--- config.mk ---
export PLATFORM = sky130hd
export DESIGN_NAME = i2c_cfg_target
export DESIGN_NICKNAME = d
export VERILOG_FILES = /design/src/rtl/i2c_cfg_pkg.sv /design/src/rtl/i2c_cfg_sync.sv /design/src/rtl/i2c_cfg_regfile.sv /design/src/rtl/i2c_cfg_target.sv
export SDC_FILE = /design/constraint.sdc
export NUM_CORES = 1
export LEC_CHECK = 0
export CAP_MARGIN = 5
export CELL_PAD_IN_SITES_DETAIL_PLACEMENT = 2
export CELL_PAD_IN_SITES_GLOBAL_PLACEMENT = 2
export CORE_MARGIN = 2
export CORE_UTILIZATION = 39
export CTS_BUF_LIST = sky130_fd_sc_hd__clkbuf_4
export DETAILED_ROUTE_END_ITERATION = 10
export GPL_TIMING_DRIVEN = 0
export PLACE_DENSITY = 0.89
export SLEW_MARGIN = 20
export SYNTH_ARGS = -nofsm -noshare
export SYNTH_HDL_FRONTEND = slang
export SYNTH_HIERARCHICAL = 1
export SYNTH_SLANG_ARGS = --single-unit
export TNS_END_PERCENT = 20
--- constraint.sdc ---
create_clock -name clk -period 4.5 [get_ports clk]
set_input_delay 0.45 -clock clk [delete_from_list [all_inputs] [get_ports clk]]
set_output_delay 0.45 -clock clk [all_outputs]
set_load 0.01 [all_outputs]
--- src/rtl/i2c_cfg_pkg.sv ---
package i2c_cfg_pkg;

    typedef enum logic [3:0] {
        ST_IDLE,
        ST_ADDR,
        ST_ADDR_ACK,
        ST_PTR,
        ST_PTR_ACK,
        ST_WDATA,
        ST_WDATA_ACK,
        ST_RDATA,
        ST_RDATA_ACK,
        ST_IGNORE
    } tgt_state_t;

    // Power-on value of register index idx.
    function automatic logic [7:0] reg_default(input int idx);
        case (idx)
            0:       return 8'h80;
            1:       return 8'h20;
            2:       return 8'h00;
            default: return 8'h10;
        endcase
    endfunction

endpackage

--- src/rtl/i2c_cfg_sync.sv ---
module i2c_cfg_sync #(
    parameter int STAGES = 2
) (
    input  logic clk,
    input  logic rst_n,
    input  logic d,
    output logic q,
    output logic q_prev
);
    logic [STAGES-1:0] chain;

    always_ff @(posedge clk or negedge rst_n) begin
        if (!rst_n) begin
            chain  <= '1;
            q_prev <= 1'b1;
        end else begin
            chain  <= {chain[STAGES-2:0], d};
            q_prev <= chain[STAGES-1];
        end
    end

    assign q = chain[STAGES-1];
endmodule

--- src/rtl/i2c_cfg_regfile.sv ---
module i2c_cfg_regfile
    import i2c_cfg_pkg::*;
#(
    parameter int NREG  = 7,
    parameter int DW    = 8,
    parameter int PTR_W = 5
) (
    input  logic                 clk,
    input  logic                 rst_n,
    input  logic                 pwrdn_n,
    input  logic                 wr_en,
    input  logic [PTR_W-1:0]     wr_idx,
    input  logic [DW-1:0]        wr_data,
    input  logic [PTR_W-1:0]     rd_idx,
    output logic [DW-1:0]        rd_data,
    output logic [NREG*DW-1:0]   reg_flat
);
    for (genvar g = 0; g < NREG; g++) begin : g_reg
        logic [DW-1:0] r;
        always_ff @(posedge clk or negedge rst_n) begin
            if (!rst_n) begin
                r <= DW'(reg_default(g));
            end else if (!pwrdn_n) begin
                r <= DW'(reg_default(g));
            end else if (wr_en && wr_idx == PTR_W'(g)) begin
                r <= wr_data;
            end
        end
        assign reg_flat[g*DW +: DW] = r;
    end

    // Indices past the last register read back as zero.
    always_comb begin
        rd_data = '0;
        for (int i = 0; i < NREG; i++) begin
            if (rd_idx == PTR_W'(i)) rd_data = reg_flat[i*DW +: DW];
        end
    end
endmodule

--- src/rtl/i2c_cfg_target.sv ---
module i2c_cfg_target
    import i2c_cfg_pkg::*;
#(
    parameter logic [4:0] ADDR_HI     = 5'b00100,
    parameter int         NREG        = 7,
    parameter int         DW          = 8,
    parameter int         PTR_W       = 5,
    parameter int         SYNC_STAGES = 2
) (
    input  logic               clk,
    input  logic               rst_n,
    input  logic               pwrdn_n,
    input  logic [1:0]         strap_a,
    input  logic               scl_in,
    input  logic               sda_in,
    output logic               sda_drive_low,
    output logic [NREG*DW-1:0] cfg_regs
);
    localparam int               CNT_W    = $clog2(DW + 1);
    localparam logic [PTR_W-1:0] LAST_IDX = PTR_W'(NREG - 1);

    // Line conditioning and bus events
    logic scl_s, scl_p, sda_s, sda_p;
    logic scl_rise, scl_fall, start_det, stop_det;

    i2c_cfg_sync #(.STAGES(SYNC_STAGES)) u_scl_sync (
        .clk(clk), .rst_n(rst_n), .d(scl_in), .q(scl_s), .q_prev(scl_p));
    i2c_cfg_sync #(.STAGES(SYNC_STAGES)) u_sda_sync (
        .clk(clk), .rst_n(rst_n), .d(sda_in), .q(sda_s), .q_prev(sda_p));

    assign scl_rise  =  scl_s && !scl_p;
    assign scl_fall  = !scl_s &&  scl_p;
    assign start_det =  scl_s &&  scl_p &&  sda_p && !sda_s;
    assign stop_det  =  scl_s &&  scl_p && !sda_p &&  sda_s;

    // Controller state
    tgt_state_t       state, state_nx;
    logic [DW-1:0]    shreg;
    logic [CNT_W-1:0] bitcnt;
    logic             ack_phase;
    logic             rw_bit;
    logic             mack;
    logic [PTR_W-1:0] ptr;
    logic [DW-1:0]    rd_data;
    logic [DW-1:0]    byte_in;
    logic             last_bit;
    logic             addr_hit;
    logic             wr_en;
    logic [PTR_W-1:0] ptr_inc;

    assign byte_in  = {shreg[DW-2:0], sda_s};
    assign last_bit = scl_rise && (bitcnt == CNT_W'(DW - 1));
    assign addr_hit = (byte_in[DW-1:DW-7] == {ADDR_HI, strap_a});
    assign wr_en    = (state == ST_WDATA) && last_bit;
    assign ptr_inc  = (ptr == LAST_IDX) ? '0 : ptr + 1'b1;

    i2c_cfg_regfile #(.NREG(NREG), .DW(DW), .PTR_W(PTR_W)) u_regs (
        .clk(clk), .rst_n(rst_n), .pwrdn_n(pwrdn_n),
        .wr_en(wr_en), .wr_idx(ptr), .wr_data(byte_in),
        .rd_idx(ptr), .rd_data(rd_data), .reg_flat(cfg_regs));

    // State register
    always_ff @(posedge clk or negedge rst_n) begin
        if (!rst_n) state <= ST_IDLE;
        else        state <= state_nx;
    end

    // Transitions
    always_comb begin
        state_nx = state;
        if (start_det) begin
            state_nx = ST_ADDR;
        end else if (stop_det) begin
            state_nx = ST_IDLE;
        end else begin
            unique case (state)
                ST_IDLE:      state_nx = ST_IDLE;
                ST_ADDR:      if (last_bit) state_nx = addr_hit ? ST_ADDR_ACK : ST_IGNORE;
                ST_ADDR_ACK:  if (scl_fall && ack_phase) state_nx = rw_bit ? ST_RDATA : ST_PTR;
                ST_PTR:       if (last_bit) state_nx = ST_PTR_ACK;
                ST_PTR_ACK:   if (scl_fall && ack_phase) state_nx = ST_WDATA;
                ST_WDATA:     if (last_bit) state_nx = ST_WDATA_ACK;
                ST_WDATA_ACK: if (scl_fall && ack_phase) state_nx = ST_WDATA;
                ST_RDATA:     if (scl_fall && bitcnt == CNT_W'(DW)) state_nx = ST_RDATA_ACK;
                ST_RDATA_ACK: if (scl_fall) state_nx = mack ? ST_RDATA : ST_IGNORE;
                ST_IGNORE:    state_nx = ST_IGNORE;
                default:      state_nx = ST_IDLE;
            endcase
        end
    end

    // Datapath and open-drain output
    always_ff @(posedge clk or negedge rst_n) begin
        if (!rst_n) begin
            shreg         <= '0;
            bitcnt        <= '0;
            ack_phase     <= 1'b0;
            rw_bit        <= 1'b0;
            mack          <= 1'b0;
            ptr           <= '0;
            sda_drive_low <= 1'b0;
        end else if (start_det || stop_det) begin
            bitcnt        <= '0;
            ack_phase     <= 1'b0;
            sda_drive_low <= 1'b0;
        end else begin
            unique case (state)
                ST_ADDR, ST_PTR, ST_WDATA: begin
                    if (scl_rise) begin
                        shreg  <= byte_in;
                        bitcnt <= last_bit ? '0 : bitcnt + 1'b1;
                        if (last_bit) begin
                            if (state == ST_ADDR)  rw_bit <= byte_in[DW-8];
                            if (state == ST_PTR)   ptr    <= byte_in[PTR_W-1:0];
                            if (state == ST_WDATA) ptr    <= ptr_inc;
                        end
                    end
                end
                ST_ADDR_ACK, ST_PTR_ACK, ST_WDATA_ACK: begin
                    if (scl_fall) begin
                        if (!ack_phase) begin
                            ack_phase     <= 1'b1;
                            sda_drive_low <= 1'b1;
                        end else begin
                            ack_phase <= 1'b0;
                            bitcnt    <= '0;
                            if (state == ST_ADDR_ACK && rw_bit) begin
                                shreg         <= rd_data;
                                sda_drive_low <= !rd_data[DW-1];
                                ptr           <= ptr_inc;
                            end else begin
                                sda_drive_low <= 1'b0;
                            end
                        end
                    end
                end
                ST_RDATA: begin
                    if (scl_rise) begin
                        bitcnt <= bitcnt + 1'b1;
                    end else if (scl_fall) begin
                        if (bitcnt == CNT_W'(DW)) begin
                            sda_drive_low <= 1'b0;
                        end else begin
                            shreg         <= shreg << 1;
                            sda_drive_low <= !shreg[DW-2];
                        end
                    end
                end
                ST_RDATA_ACK: begin
                    if (scl_rise) begin
                        mack <= !sda_s;
                    end else if (scl_fall && mack) begin
                        shreg         <= rd_data;
                        sda_drive_low <= !rd_data[DW-1];
                        ptr           <= ptr_inc;
                        bitcnt        <= '0;
                    end
                end
                ST_IDLE, ST_IGNORE: sda_drive_low <= 1'b0;
                default: ;
            endcase
        end
    end
endmodule

## Yosys cells after proc, flatten, opt, wreduce, memory -nomap -nowiden

Cells that the tools add are included.

| word-level totals | value |
|---|---|
| register bits after elaboration | 86 |
| output and inout bits | 57 |

| operators by class | value |
|---|---|
| $add $sub $neg | 2 |
| equal/unequal tests | 51 |
| mux-type cells | 78 |
| bitwise gates (word level) | 1 |
| reductions and logical operators | 47 |

Operators by type and width:

| operator | number |
|---|---|
| 8-bit 2-to-1 mux | 21 |
| 4-bit 2-to-1 mux | 19 |
| 7-bit 2-to-1 mux | 9 |
| 5-bit 2-to-1 mux | 10 |
| 4-bit case mux with 8 select lines | 1 |
| 7-bit case mux with 4 select lines | 1 |
| 3-bit != test, second input constant | 9 |
| 4-bit != test, second input constant | 6 |
| 4-bit by 3-bit equality test with 1-bit output, second input constant | 5 |
| 1-bit logical AND | 20 |
| 2-bit != test, second input constant | 10 |
| 4-bit case mux with 4 select lines | 1 |
| 5-bit by 3-bit equality test with 1-bit output, second input constant | 3 |
| 5-bit case mux with 3 select lines | 1 |
| 2-bit by 1-bit != test with 1-bit output, second input constant | 7 |
| 7-bit AND reduction | 2 |
| 1-bit 2-to-1 mux | 13 |
| 4-bit equality test, second input constant | 3 |
| 11-bit AND reduction | 1 |
| 5-bit by 2-bit equality test with 1-bit output, second input constant | 2 |
| 10-bit AND reduction | 1 |
| 5-bit nonzero test | 2 |
| 4-bit by 2-bit equality test with 1-bit output, second input constant | 2 |
| 7-bit by 5-bit equality test with 1-bit output | 1 |
| other kinds (21) | 29 |

## Longest topological paths before layout

Gate-level depths: netlist of the first run.

| depth | value |
|---|---|
| depth in word-level cells | 14 |
| mapped depth | 11 |

## Modules after synthesis

Netlist of the first run, hierarchy kept.

By module, submodules not included:

| module | instances | cells an instance | area each (um2) | sequential area each (um2) |
|---|---|---|---|---|
| i2c_cfg_regfile | 1 | 314 | 3021.6 | 1408.9 |
| i2c_cfg_target | 1 | 211 | 1889.3 | 600.6 |
| i2c_cfg_sync | 2 | 3 | 78.8 | 78.8 |

## Worst setup path before layout of the first run

No wires, ideal clock.

| timing | value |
|---|---|
| path kind | register -> register |
| start | reg ptr[2] |
| end | reg sda_drive_low |
| setup time | 79 ps |
| arrival time | 2167 ps |
| slack | 2254 ps |
| stages on the path, launching flop included | 10 |
| path buffers | 1 |
| period minus slack after synthesis | 2246 ps |
| cell sequence | dfrtp_1 -> clkbuf_1 -> and2b_1 -> a222oi_1 -> a31oi_1 -> nor2_1 -> a21boi_0 -> o311ai_0 -> o2111ai_1 -> mux2i_1 |

| on the way | value |
|---|---|
| longest elaborated chain between the ends | 14 |

RTL lines:

| item | line | RTL |
|---|---|---|
| start, declared | i2c_cfg_target.sv:43 | `logic [PTR_W-1:0] ptr;` |
| start signal, assigned | i2c_cfg_target.sv:114 | `if (state == ST_PTR) ptr <= byte_in[PTR_W-1:0];` |
| start signal, assigned | i2c_cfg_target.sv:115 | `if (state == ST_WDATA) ptr <= ptr_inc;` |
| start signal, assigned | i2c_cfg_target.sv:130 | `ptr <= ptr_inc;` |
| 5-bit zero test | i2c_cfg_regfile.sv:36 | `if (rd_idx == PTR_W'(i)) rd_data = reg_flat[i*DW +: DW];` |
| 8-bit 2-to-1 mux (6 in a row) | i2c_cfg_regfile.sv:36 |  |
| 8-bit 2-to-1 mux * | i2c_cfg_regfile.sv:36 |  |
| net rd_data[7] | i2c_cfg_target.sv:44 | `logic [DW-1:0] rd_data;` |
| 1-bit zero test * | i2c_cfg_target.sv:129, i2c_cfg_target.sv:154 |  |
| 1-bit 2-to-1 mux | i2c_cfg_target.sv:127 | `if (state == ST_ADDR_ACK && rw_bit) begin` |
| 1-bit 2-to-1 mux | i2c_cfg_target.sv:121 | `if (!ack_phase) begin` |
| 1-bit 2-to-1 mux | i2c_cfg_target.sv:120 | `if (scl_fall) begin` |
| 1-bit case mux with 4 select lines * | i2c_cfg_target.sv:107 | `unique case (state)` |
| 1-bit 2-to-1 mux * | i2c_cfg_target.sv:102 | `end else if (start_det \|\| stop_det) begin` |
| end signal, assigned | i2c_cfg_target.sv:129 | `sda_drive_low <= !rd_data[DW-1];` |
| end signal, assigned | i2c_cfg_target.sv:145 | `sda_drive_low <= !shreg[DW-2];` |
| end signal, assigned | i2c_cfg_target.sv:154 | `sda_drive_low <= !rd_data[DW-1];` |
| end, declared | i2c_cfg_target.sv:16 | `output logic sda_drive_low,` |

The timed path passes the listed nets; every way through them passes the cells marked *. The select of a mux whose other input is x is not followed.
A chain may end at the register's enable or synchronous reset.

## Worst setup path in the final report of the first run

| timing | value |
|---|---|
| start | reg state[0] |
| end | reg u_regs.g_reg[5].r[3] |

| on the way | value |
|---|---|
| longest elaborated chain between the ends | 4 |

RTL lines:

| item | line | RTL |
|---|---|---|
| start, declared | i2c_cfg_target.sv:37 | `tgt_state_t state, state_nx;` |
| start signal, assigned | i2c_cfg_target.sv:65 | `else state <= state_nx;` |
| 4-bit by 3-bit equality test with 1-bit output | i2c_cfg_target.sv:54 | `assign wr_en = (state == ST_WDATA) && last_bit;` |
| 1-bit logical AND | i2c_cfg_target.sv:54 |  |
| net wr_en | i2c_cfg_target.sv:48 | `logic wr_en;` |
| 1-bit logical AND | i2c_cfg_regfile.sv:25 | `end else if (wr_en && wr_idx == PTR_W'(g)) begin` |
| 2-bit by 1-bit != test with 1-bit output (no source line) | - |  |
| end signal, assigned | i2c_cfg_regfile.sv:22 | `r <= DW'(reg_default(g));` |
| end signal, assigned | i2c_cfg_regfile.sv:24 | `r <= DW'(reg_default(g));` |
| end signal, assigned | i2c_cfg_regfile.sv:26 | `r <= wr_data;` |
| end, declared | i2c_cfg_regfile.sv:19 | `logic [DW-1:0] r;` |

The timed path passes the listed nets, and every way through them passes these cells.

==> impl_metrics.tcl, run 1 <==
set metrics [dict create \
    worstMarginPinSlew_ns 0.794 \
    final_cell_mix "74 x dfrtp_1, 71 x nand2_1, 61 x clkdlybuf4s50_1" \
    synth_compound_area_share_pct 18.0 \
    cp_max_fo 10 \
    grt_pass1_vias 5494 \
    synthMuxAreaShare_pct 8.74 \
    p_total_mw 3.09 \
    antenna_found_initial 0 \
    synth-xor-area-share_pct 1.21 \
    wl_mm 20.7 \
    syn_nets 542 \
    synth_async_sr_flop_share_pct 100 \
    skew_ns 0.0260 \
    postCtsResizedCells 0 \
    status "finished clean" \
    track_usage_pct 30.7 \
    hold_path.class "input port to flop" \
    critPathKind "flop to flop" \
    drive_gt1_share_pct 11.6 \
    core_area_sq_um 12700 \
    setup_viol 0 \
    cts_hold_buf 1 \
    rows 41 \
    hold_viol_final 0 \
    yosysTopAreaCellShare_pct 36.5 \
    synth_edf_count 0 \
    synth-simple-area-share_pct 24.6 \
    irDropWorstVdd_uv 146 \
    ys_types 76 \
    io_pins 64 \
    grt.overflow.total 0 \
    tns_ns 0 \
    grt_max_degree 50 \
    dp_hpwl_mm 14.1 \
    timing.final.crit_period_ns 3.28 \
    ys_seq_area_share_pct 42.8 \
    rsz0062_at_grt "no" \
    cts_tree "yes" \
    clockBufferDepth 2 \
    port_buffers 62 \
    clk_pin_slew_ns 0.17 \
    first_pass_iters 5 \
    postPlaceCellArea_sq_um 5930 \
    numCtsBuffers 9 \
    synth_ff_type "dfrtp_1" \
    power_density_nw_per_um2 507 \
    vias 4751 \
    grt_first_pass_wirelength_mm 33.0 \
    maxCapViolCount 0 \
    maxSlewHeadroom_pct 46.7 \
    vias_per_cell 6.07 \
    synth_top_family_by_area "simple AND/OR/NAND/NOR gates" \
    worstSetupEndpointType "flop" \
    r2r_slack_ns 1.22 \
    die_w_microns 118 \
    fmax_mhz 305 \
    cts_htree_levels 3 \
    drc_errors 0 \
    yosysTopAreaCell "dfrtp_1" \
    start_util_pct 40.0 \
    die_area_sq_um 13900 \
    synthAdderAreaFrac_pct 0.987 \
    synth_top_cells_by_area "dfrtp_1 37%, dfstp_2 6.2%, mux2i_1 5.3%" \
    wl_per_cell_microns 26.4 \
    clock_latency_ns 0.50 \
    design_area_sq_um 6090 \
    avgSynthCellArea_sq_um 9.55 \
    timing.final.crit_share_pct 73.0 \
    worst_ep_arrival_time_ns 3.68 \
    yosys_warnings 6 \
    cts-root-buf "clkbuf_4" \
    total_leakage_power_nw 2.45 \
    gp_congestion 0.897 \
    maxSlewViolCount 0 \
    netlist_area_sq_um 5070 \
    cp-start-kind "flop" \
    required_ns 4.90 \
    cts_sinks 86 \
    fp.dieH_microns 118 \
    post_cts_buffers 0 \
    drt_iter0_markers 321 \
    layout.nets 617 \
    setup_slack_ns 1.22 \
    num_antenna_cells 0 \
    mostFrequentLayoutCell "dfrtp_1" \
    ant_nets 0 \
    syn_inst 531 \
    area_delta_synth_final_pct 20.2 \
    pre_cts_ws_ns 1.16 \
    ys_ff_latch 86 \
]
-- registers in the layout (all words and copies together), names as in the netlist --
register           flops
u_scl_sync/q_prev      1
state                  4
rw_bit                 1
shreg                  7
u_sda_sync/chain       2
ptr                    5
ack_phase              1
bitcnt                 4
u_regs/g.r            56
sda_drive_low          1
u_sda_sync/q_prev      1
mack                   1
u_scl_sync/chain       2
-- power by group --
part	leakage, nW	switching [mW]	internal [mW]	total (mW)
Combinational	1.23	0.916	0.575	1.49
Clock	0.0788	0.326	0.177	0.502
Sequential	1.14	0.237	0.861	1.10
-- worst paths after layout --
path | startpoint | to | cells past startpoint
hold reg to reg | u_scl_sync/chain[0] | u_scl_sync/chain[1] | 0
min in group asynchronous | rst_n | u_regs/g_reg[1].r[6] | 2
max in group asynchronous | rst_n | u_sda_sync/q_prev | 3
setup reg to reg | state[0] | u_regs/g_reg[5].r[3] | 8
setup / recovery | state[0] | u_regs/g_reg[5].r[3] | 8
hold / removal | sda_in | u_sda_sync/chain[0] | 1
-- worst max-delay path: stages, from the launching register on --
cell      delay, ns
dfrtp_1        0.35
buf_2          0.22
clkbuf_1       0.40
nand3_1        0.18
nor4_1         0.29
nor4bb_1       0.74
nand2_1        0.57
mux2i_1        0.37
nor2b_1        0.08
-- per-layer routing --
metal  global-route usage, %  wire [microns]  vias to the layer above  share of wire (%)
li1                        -               -                     2090                  -
met1                    37.6            8680                     2462                 42
met2                    53.2           10500                      149                 51
met3                    4.75             733                       50                3.5
met4                    13.7             752                        0                3.6
met5                       0               0                        -                  0
-- logic make-up (layout without fill, tap and decap cells) --
family                   count (synthesis)  in the layout
multiplexers                            40             40
AO/OA/AOI/OAI                          123            123
adder cells (fa/ha/maj)                  4              4
flip-flops                              86             86
AND/OR/NAND/NOR                        229            229
buffers and inverters                   42            122
XOR/XNOR                                 7              7
-- cells in the mapped netlist, drive strengths merged (13+ instances only) --
library cell and number:
nand3 45, a21boi 32, mux2i 27, nand2 72, nor2 18, mux2 13, dfrtp 74, a21oi 14
o21ai 13, clkbuf 19, buf 14, nor2b 29
-- through the flow --
step	std cells	utilization (%)	hold slack [ns]
floorplan	531	-	0.154
global placement	765	46.6	0.346
detailed placement	766	46.8	0.348
CTS	783	48.0	0.330
global route	783	48.1	0.326
finish	783	48.1	0.338
-- area by class of cell --
| cell class | count | area, sq um |
|---|---|---|
| clock inverter | 7 | 80.1 |
| tap | 172 | 215 |
| buffer | 33 | 155 |
| sequential | 86 | 2170 |
| multi-input combinational | 403 | 2720 |
| inverter | 9 | 33.8 |
| clock buffer | 9 | 67.6 |
| timing repair buffer | 64 | 656 |
| fill | 1353 | 6580 |
No activity file was read; power rests on OpenSTA's default activity.
==> run 2: changes to the inputs <==
CORE_UTILIZATION = 36   (was 39)
PLACE_DENSITY = 0.83   (was 0.89)
clock period = 3.4 ns   (was 4.5 ns; I/O delays follow)
==> run 2 against run 1 <==
Net effect:
- power grew 27%
- setup slack lost 1.0 ns
- register-to-register slack lost 1.0 ns
- via count shrank 3.3%
- sequential power grew 32%
- sequential cell count is the same
- sequential share of layout area grew 0.085 points
- clock skew shrank 0.013 ns
- critical path depth grew 1
- clock power grew 10%
- largest cell class unchanged
- highest routed layer unchanged
==> impl_metrics.tcl, run 2 (synthesized netlist as in run 1, its figures left out) <==
set metrics [dict create \
    status "finished clean" \
    drive_gt1_share_pct 12.1 \
    power_density_nw_per_um2 645 \
    cts_htree_levels 3 \
    wl_per_cell_microns 23.7 \
    dpl.cell_count 774 \
    vias_per_cell 5.81 \
    mostFrequentLayoutCell "dfrtp_1" \
    cts-root-buf "clkbuf_4" \
    worstPathCellList "clkbuf_1, and2b_1, a222oi_1, a31oi_1, nor2_1, a21boi_0, o311ai_0, o2111ai_1, mux2i_1" \
    worstSetupEndpointType "flop" \
    stdcell_count 791 \
    worstMarginPinSlew_ns 0.845 \
    fillerInstances 1529 \
    cts_sinks 86 \
    drt_iter0_markers 176 \
    final_util_pct 44.0 \
    cp_slowest_stage_delay_ns 0.63 \
    cp_top_family "compound AO/OA/AOI/OAI gates" \
    regMostFlops "u_regs/g.r" \
    drc_errors 0 \
    fp.dieH_microns 123 \
    die_w_microns 123 \
    r2r-start "ptr[2]" \
    grt_max_degree 73 \
    area_delta_synth_final_pct 20.1 \
    total_leakage_power_nw 2.43 \
    antenna_found_initial 0 \
    track_usage_pct 26.6 \
    vias 4593 \
    core_area_sq_um 13800 \
    first_pass_iters 7 \
    port_buffers 62 \
    cp-start-kind "flop" \
    timing.final.crit_share_pct 94.3 \
    rr_endpoint "sda_drive_low" \
    maxSlewHeadroom_pct 43.2 \
    clk_pin_slew_ns 0.15 \
    gp_congestion 0.868 \
    grt_first_pass_wirelength_mm 29.9 \
    reg_top3 "u_regs/g.r x56, shreg x7, ptr x5" \
    clock_latency_ns 0.47 \
    maxSlewViolCount 0 \
    required_ns 3.80 \
    maxCapViolCount 0 \
    fmax_mhz 312 \
    die_area_sq_um 15000 \
    dp_hpwl_mm 13.4 \
    critPathKind "flop to flop" \
    hold_viol_final 0 \
    timing.final.crit_period_ns 3.21 \
    skew_ns 0.0129 \
    final_cell_mix "72 x dfrtp_1, 71 x nand2_1, 61 x clkdlybuf4s50_1" \
    clockBufferDepth 2 \
    start_util_pct 36.7 \
    grt_pass1_vias 5200 \
    irDropWorstVdd_uv 189 \
    cp_max_fo 13 \
    rr_worst_depth 9 \
    ant_nets 0 \
    num_antenna_cells 0 \
    cts_tree "yes" \
    slowest_stage "a222oi_1" \
    grt.overflow.total 0 \
    crit_buf_inv 1 \
    io_pins 64 \
    numCtsBuffers 9 \
    rows 43 \
    post_cts_buffers 0 \
    layout.nets 617 \
    hold_path.class "input port to asynchronous set/reset pin" \
    largest_reg_flops 56 \
    setup_viol 0 \
    rsz0062_at_grt "yes" \
    wl_mm 18.8 \
    worst_ep_arrival_time_ns 3.61 \
    r2r_slack_ns 0.19 \
]
==> run 2: cell count changes in the layout (fill, tap and decap cells not counted) <==
cell / delta
buf_4: -1
buf_6: +1
bufinv_16: -1
clkinv_1: +1
clkinv_2: +1
dfrtp_1: -2
dfrtp_2: +2
inv_8: -1
nor2b_1: -1
nor2b_2: +1
nor4bb_1: -1
nor4bb_2: +1
==> run 2: stage by stage <==
stage | TNS [ns] | hold slack, ns | worst slack (ns) | total power [mW] | cell area (sq um)
floorplan | 0 | 0.0444 | 1.15 | 2.72 | 5070
global placement | -102.13 | 0.346 | -1.35 | 3.26 | 5910
detailed placement | 0 | 0.185 | 0.188 | 3.37 | 5950
CTS | 0 | 0.211 | 0.119 | 3.95 | 6070
global route | -0.0194 | 0.214 | -0.0194 | 4.20 | 6090
finish | 0 | 0.239 | 0.193 | 3.93 | 6090
==> run 2: worst reg2reg max path, delay by kind of cell, from the launching register on <==
family / cells / cell delay [ns]
multiplexers: 1 / 0.17
AO/OA/AOI/OAI: 5 / 1.55
AND/OR/NAND/NOR: 2 / 0.49
buffers and inverters: 1 / 0.37
flip-flops: 1 / 0.56
==> run 2: how the worst max path moves through the flow <==
stage                     startpoint              endpoint  slack, ns  depth (start not counted)
after floorplan               ptr[2]         sda_drive_low       1.15                          9
after global placement         rst_n  u_regs/g_reg[5].r[0]      -1.35                          1
after detailed placement      ptr[2]         sda_drive_low       0.19                          9
after CTS                     ptr[2]         sda_drive_low       0.12                          9
after global routing          ptr[2]         sda_drive_low      -0.02                          9
final                         ptr[2]         sda_drive_low       0.19                          9
==> run 2: repair_timing <==
action                                  CTS  global route
hold buffers                              1             0
endpoints found under the setup margin    0             7
gates resized for setup                   0             4
endpoints found under the hold margin    69             0
==> run 2: cell type report <==
type,count,area [sq um],share of cell area (%)
Buffer,33,155,2.55
Sequential cell,86,2170,35.6
Multi-Input combinational cell,403,2730,44.8
Inverter,9,33.8,0.555
Timing Repair Buffer,64,659,10.8
Clock inverter,7,47.5,0.781
Clock buffer,9,67.6,1.11
Tap cell,180,225,3.70
==> run 2: where the power goes <==
group	internal [mW]	switching (mW)
Clock	0.152	0.400
Combinational	0.764	1.17
Sequential	1.14	0.304
==> run 2: metal layers <==
metal  global-route usage (%)  wire [microns]  vias up
met5                        0               0        -
met4                     11.9             648        0
met3                     2.97             608       36
met2                     46.8            9420      115
met1                     32.7            8100     2352
li1                         -               -     2090
==> run 3: changes to the inputs <==
SLEW_MARGIN = unset   (was 20)
==> run 3 against run 2 <==
Net effect:
- sequential share of layout area down 0.15 points
- design area rose by 0.49%
- sequential power barely moved
- hold slack improved by 0.015 ns
- clock power increased by 17%
- combinational power is essentially flat
- clock skew increased by 0.0069 ns
- non-clock buffer count did not move
- critical path type unchanged
- largest cell class unchanged
- highest routed layer unchanged
==> impl_metrics.tcl, run 3 (synthesized netlist as in run 1, its figures left out) <==
set metrics [dict create \
    status "finished clean" \
    min_to "u_sda_sync/chain[0]" \
    port_buffers 62 \
    wl_met2_mm 9.61 \
    cts_htree_levels 3 \
    wl_mm 18.8 \
    wl_per_cell_microns 23.7 \
    first_pass_iters 4 \
    worstSetupEndpointType "flop" \
    total_leakage_power_nw 2.45 \
    clk_pin_slew_ns 0.16 \
    drt_iter0_markers 208 \
    tns_ns 0 \
    cp-start-kind "flop" \
    worst_ep_arrival_time_ns 3.66 \
    min_delay_path_depth 1 \
    maxSlewHeadroom_pct 43.2 \
    cts_tree "yes" \
    reg_top3 "u_regs/g.r x56, shreg x7, ptr x5" \
    cts_sinks 86 \
    numCtsBuffers 9 \
    hp-start "sda_in" \
    largest_reg_flops 56 \
    required_ns 3.75 \
    grt.overflow.total 0 \
    routed.top_layer "met4" \
    rsz0062_at_grt "no" \
    timing.final.crit_period_ns 3.31 \
    grt_pass1_vias 5218 \
    grt_max_degree 71 \
    core_area_sq_um 13800 \
    area_delta_synth_final_pct 20.7 \
    rows 43 \
    dp_hpwl_mm 13.4 \
    wl_met1_mm 8.20 \
    regMostFlops "u_regs/g.r" \
    gp_congestion 0.868 \
    critPathKind "flop to flop" \
    dr_wl_met3_microns 428 \
    worstMarginPinSlew_ns 0.845 \
    fillerInstances 1531 \
    drive_gt1_share_pct 12.8 \
    r2r_slack_ns 0.09 \
    whs_ns 0.254 \
    skew_ns 0.0198 \
    vias_per_cell 5.86 \
    final_cell_mix "71 x nand2_1, 71 x dfrtp_1, 61 x clkdlybuf4s50_1" \
    critPathLaunch "ptr[0]" \
    rr_endpoint "sda_drive_low" \
    maxSlewViolCount 0 \
    hold_viol_final 0 \
    p_total_mw 4.03 \
    die_w_microns 123 \
    clockBufferDepth 2 \
    hold_path.class "input port to flop" \
    setup_viol 0 \
    power_density_nw_per_um2 658 \
    timing.final.crit_share_pct 97.4 \
    rr_worst_depth 10 \
    fmax_mhz 302 \
    cp_max_fo 10 \
    vias 4638 \
    antenna_found_initial 0 \
    irDropWorstVdd_uv 193 \
    cts-root-buf "clkbuf_4" \
    maxCapViolCount 0 \
    clock_latency_ns 0.47 \
    drc_errors 0 \
    track_usage_pct 26.3 \
    r2r-start "ptr[0]" \
    die_area_sq_um 15000 \
    start_util_pct 36.7 \
    layout.nets 617 \
    num_antenna_cells 0 \
    grt_first_pass_wirelength_mm 29.6 \
    post_cts_buffers 0 \
    ant_nets 0 \
    final_util_pct 44.2 \
    fp.dieH_microns 123 \
    io_pins 64 \
]
run 3: worst max path at each step:
| stage | slack (ns) | endpoint | depth (start not counted) |
|---|---|---|---|
| finish | 0.09 | sda_drive_low | 10 |
| global route | 0.02 | sda_drive_low | 10 |
| CTS | 0.13 | sda_drive_low | 9 |
| detailed placement | -0.17 | sda_drive_low | 9 |
| global placement | -1.35 | u_regs/g_reg[5].r[0] | 1 |
| floorplan | 1.15 | sda_drive_low | 9 |
run 3: routing by layer:
metal,GRT usage [%],vias to the layer above
met5,0,-
met4,10.4,0
met3,2.83,32
met2,46.6,103
met1,32.6,2418
li1,-,2085
run 3: report_power, final:
group / leakage (nW) / internal (mW) / switching [mW] / total [mW]
sequential: 1.13 / 1.14 / 0.302 / 1.44
clock: 0.0774 / 0.238 / 0.409 / 0.647
combinational: 1.24 / 0.765 / 1.17 / 1.93
run 3: final cells by class:
class | instances | area [sq um] | area share [%]
clock buffers | 10 | 75.1 | 1.23
clock inverters | 6 | 68.8 | 1.13
flip-flops and latches | 86 | 2170 | 35.5
multi-input cells | 403 | 2730 | 44.6
repair buffers | 64 | 656 | 10.7
inverters | 9 | 33.8 | 0.552
well taps | 180 | 225 | 3.68
plain buffers | 33 | 156 | 2.56
run 3: through the flow:
stage | instances | worst slack (ns) | area, sq um
floorplan | 531 | 1.15 | 5070
finish | 791 | 0.0899 | 6120
detailed placement | 774 | -0.167 | 5940
global placement | 773 | -1.35 | 5910
CTS | 791 | 0.127 | 6100
global route | 791 | 0.0167 | 6120
run 3: critical path, stage by stage, from the launching register on:
cell and delay, ns:
dfrtp_1 0.58, buf_2 0.30, nand2b_1 0.11, nor3_1 0.65, a222oi_1 0.32, a31oi_1 0.51
nor2_1 0.10, a21boi_0 0.21, o311ai_0 0.14, o2111ai_1 0.16, mux2i_1 0.11
run 3: timing repair:
action / CTS / global route
endpoints found under the hold margin: 16 / 0
hold buffers: 1 / 0
pin swaps: 0 / 1
resized for setup: 1 / 8
setup endpoints to repair: 1 / 2
